<file path="config.mk">
export PLATFORM = sky130hd
export DESIGN_NAME = pci_intx_router
export DESIGN_NICKNAME = d
export VERILOG_FILES = /design/src/rtl/pci_intx_router.sv
export SDC_FILE = /design/constraint.sdc
export NUM_CORES = 1
export LEC_CHECK = 0
export BUFFER_PORTS_ARGS = -buffer_cell sky130_fd_sc_hd__buf_2
export CAP_MARGIN = 20
export CORE_MARGIN = 1
export CORE_UTILIZATION = 55
export CTS_CLUSTER_DIAMETER = 30
export DETAILED_ROUTE_END_ITERATION = 6
export GPL_TIMING_DRIVEN = 0
export HOLD_SLACK_MARGIN = 0.03
export PLACE_DENSITY = 0.81
export SKIP_LAST_GASP = 1
export SYNTH_ARGS = -nofsm -noshare
export SYNTH_HDL_FRONTEND = slang
export SYNTH_SLANG_ARGS = --single-unit
</file>
<file path="constraint.sdc">
create_clock -name clk -period 2.35 [get_ports clk]
set_clock_uncertainty 0.15 [all_clocks]
set_input_delay 0.1175 -clock clk [delete_from_list [all_inputs] [get_ports clk]]
set_output_delay 0.1175 -clock clk [all_outputs]
set_load 0.05 [all_outputs]
</file>
<file path="src/rtl/pci_intx_router.sv">
module pci_intx_router #(
  parameter int          NUM_DEV       = 4,
  parameter int          NUM_IRQ       = 16,
  parameter int          RESET_PROFILE = 0,
  parameter logic [7:0]  BASE          = 8'h60
) (
  input  logic                 clk,
  input  logic                 rst_n,
  input  logic [NUM_DEV*4-1:0] dev_int,
  input  logic [NUM_DEV*2-1:0] dev_slot,
  input  logic                 cfg_wr,
  input  logic [7:0]           cfg_addr,
  input  logic [7:0]           cfg_wdata,
  output logic [7:0]           cfg_rdata,
  output logic [NUM_IRQ-1:0]   irq_out
);
  localparam int LINES = 4;

  function automatic logic [7:0] rst_val(int l);
    if (RESET_PROFILE == 1) return (l < 2) ? 8'h0A : 8'h0B;
    return 8'h80;
  endfunction

  logic [7:0]         route_q [LINES];
  logic [LINES*8-1:0] route_flat;
  logic [LINES-1:0]   line_lvl;
  logic [NUM_IRQ-1:0] irq_d;
  logic [1:0]         ln;

  wire win = (cfg_addr[7:2] == BASE[7:2]);

  always_ff @(posedge clk or negedge rst_n) begin
    if (!rst_n) begin
      for (int l = 0; l < LINES; l++) route_q[l] <= rst_val(l);
    end else if (cfg_wr && win) begin
      route_q[cfg_addr[1:0]] <= cfg_wdata;
    end
  end

  assign cfg_rdata = win ? route_q[cfg_addr[1:0]] : 8'h00;

  for (genvar g = 0; g < LINES; g++) begin : g_flat
    assign route_flat[g*8 +: 8] = route_q[g];
  end

  always_comb begin
    line_lvl = '0;
    ln       = '0;
    for (int d = 0; d < NUM_DEV; d++) begin
      for (int p = 0; p < 4; p++) begin
        ln = 2'(p) + dev_slot[d*2 +: 2] + 2'd3;
        if (dev_int[d*4+p]) line_lvl[ln] = 1'b1;
      end
    end
  end

  always_comb begin
    irq_d = '0;
    for (int k = 0; k < NUM_IRQ; k++)
      for (int l = 0; l < LINES; l++)
        if (line_lvl[l] && route_q[l] == 8'(k)) irq_d[k] = 1'b1;
  end

  always_ff @(posedge clk or negedge rst_n) begin
    if (!rst_n) irq_out <= '0;
    else        irq_out <= irq_d;
  end
endmodule

</file>
==> results.toml <==
[routing]
drt_wl_total_mm = 8.18
via_per_inst = 6.43
via_count = 2747
remaining_drc_errors = 0
drt_first_pass_iters = 4
drt_iter0_markers = 227
wl_per_cell_um = 19.2
antenna_left = 0

[synthesis]
synthFlopType = "dfrtp_1"
ys_warn_count = 0
synth_top_area_cell = "dfrtp_1"
synth-xor-area-share_pct = 0
synth_cell_types = 24
synth-simple-area-share_pct = 29.3
async_reset_ff_share_pct = 100
syn_area_um2 = 3100
ys_ff_latch = 48
ys_seq_area_share_pct = 38.9
syn_inst = 271
synth_area_leaders = "dfrtp_1 35%, mux4_2 17%, mux2_2 12%"
synth_top_family_by_area = "simple AND/OR/NAND/NOR gates"
synthMuxAreaShare_pct = 29.0
avgSynthCellArea_um2 = 11.5
synth_compound_area_share_pct = 1.37
synth_fp_nets = 314
synth_edf_count = 0
synthAdderAreaFrac_pct = 0
yosys.area.top_type_share_pct = 35.5

[pwr]
power_density_nw_per_um2 = 541
p_leak_nw = 1.81
peakVddDrop_v = 0.000310
p_total_mw = 2.04

[floorplanning]
start_util_pct = 58.9
die-area_um2 = 5950
die_x_um = 77.1
dieHeight_um = 77.1
io_pins = 67
num_rows = 26
core_um2 = 5270

[clocking]
root_buffer = "clkbuf_8"
cts.sinks = 48
path_clk_slew_ps = 90
post-cts-setup-buffer-count = 0
cts_buffer_depth = 2
cts_tree = "yes"
cts_buffers = 5
clock_latency_ps = 300
htree_levels = 2

[placement]
dp_hpwl_mm = 6.21
portBuffers = 66
globalplace.congestion = 0.967

[cells_and_area]
most-common-layout-cells = "70 x buf_2, 47 x nand3_1, 44 x dfrtp_1"
num_antenna_cells = 0
drive_gt1_share_pct = 42.0
multi_input_area_um2 = 1850
final_common_cell = "buf_2"
seqCellArea_um2 = 1210
fill_cells = 415
syn_to_final_growth_pct = 21.6
layout.nets = 399

[setup_path]
required_ps = 2430
crit_arrival_ps = 2160
crit_fanout = 9
crit_path_start_kind = "flip-flop"
ff2ff_path_depth = 4
endpoint_kind = "flip-flop"
setup.worst_path.class = "reg -> reg"

[grt]
grt_use_total_pct = 29.6
grt_pass1_vias = 2794
grt_overflow = 0
grt_pass1_wl_mm = 13.5
grt_max_degree = 49
grt_antenna_before_repair = 0

[job]
maxCapViolCount = 0

[sta]
min_period_ps = 2080
finalSetupViolCount = 0
timing.final.crit_share_pct = 88.6
tightest_slew_ps = 1050
maxSlewHeadroom_pct = 29.6
slew_viol_final = 0
max_freq_mhz = 480
finalHoldViolCount = 0
grt_setup_unrepaired = "false"
fin_setup_tns_ps = 0

[run_status]
status = "completed"

[min_path]
min_path_type = "in -> async"
path summary, 6_finish.rpt:
path                       slack (ps)              to            from
hold reg to reg                   400  route_flat[30]  route_flat[30]
setup reg to reg                  270      irq_out[3]  route_flat[14]
setup / recovery                  270      irq_out[3]  route_flat[14]
min in group clk                  170  route_flat[13]     cfg_addr[1]
max in group asynchronous        1420  route_flat[31]           rst_n
hold / removal                     80      irq_out[9]           rst_n
through the flow:
step / setup slack (ps) / area, µm² / hold slack, ps / std cells / util [%]
3_3_place_gp: 202 / 3520 / 192 / 407 / 66.8
5_1_grt: 61.5 / 3770 / 116 / 427 / 71.6
2_1_floorplan: 615 / 3100 / -328 / 271 / -
4_1_cts: 194 / 3740 / 166 / 424 / 71.0
3_5_place_dp: 213 / 3520 / 212 / 407 / 66.8
6_report: 267 / 3770 / 78.3 / 427 / 71.6
area by class of cell:
cell class / count / area share, %
Clock buffer: 6 / 1.92
Clock inverter: 2 / 1.59
Timing Repair Buffer: 78 / 11.9
Tap cell: 70 / 2.32
Sequential cell: 48 / 32.0
Inverter: 1 / 0.0995
Multi-Input combinational cell: 214 / 49.1
Buffer: 8 / 1.06
logic make-up (layout without fill, tap and decap cells):
group	after synthesis	count (layout)
simple gates	153	153
mux	56	56
flops	48	48
buf+inv	9	95
compound gates	5	5
synth_stat cells (4+ instances only):
master	instances
a32oi_1	4
nand4_1	24
mux4_2	24
nor4_1	4
and3_1	10
nand2_1	5
nor2_1	17
nand3_1	47
clkbuf_1	5
and2_1	16
dfstp_2	4
and2b_2	8
dfrtp_1	44
mux2_2	32
nor2b_1	16
metal layers:
metal | up-vias | global-route usage, % | share of wire [%]
li1 | 1228 | - | -
met1 | 1338 | 35.5 | 40
met2 | 148 | 52.9 | 52
met3 | 33 | 3.21 | 5.1
met4 | 0 | 14.3 | 3.3
met5 | - | 0 | 0
worst max-delay path, cell delays in order, from the launching register on:
cell	delay (ps)
dfrtp_1	420
nor4_1	870
and3_1	340
nand3_1	100
nand4_1	120
flip-flops by register name, indices dropped and copies added (netlist names):
register	flops
route_flat	32
irq_out	16
report_power, final:
part	internal, mW	switching (mW)	leakage, nW
Combinational	0.180	0.250	1.10
Sequential	0.867	0.0353	0.644
Clock	0.425	0.283	0.0654
repair_timing:
item / 4_1_cts / 5_1_grt
endpoints found under the hold margin: 76 / 0
resized for setup: 0 / 0
hold buffers: 9 / 0
Note: power is estimated with default switching activity, not from simulation.
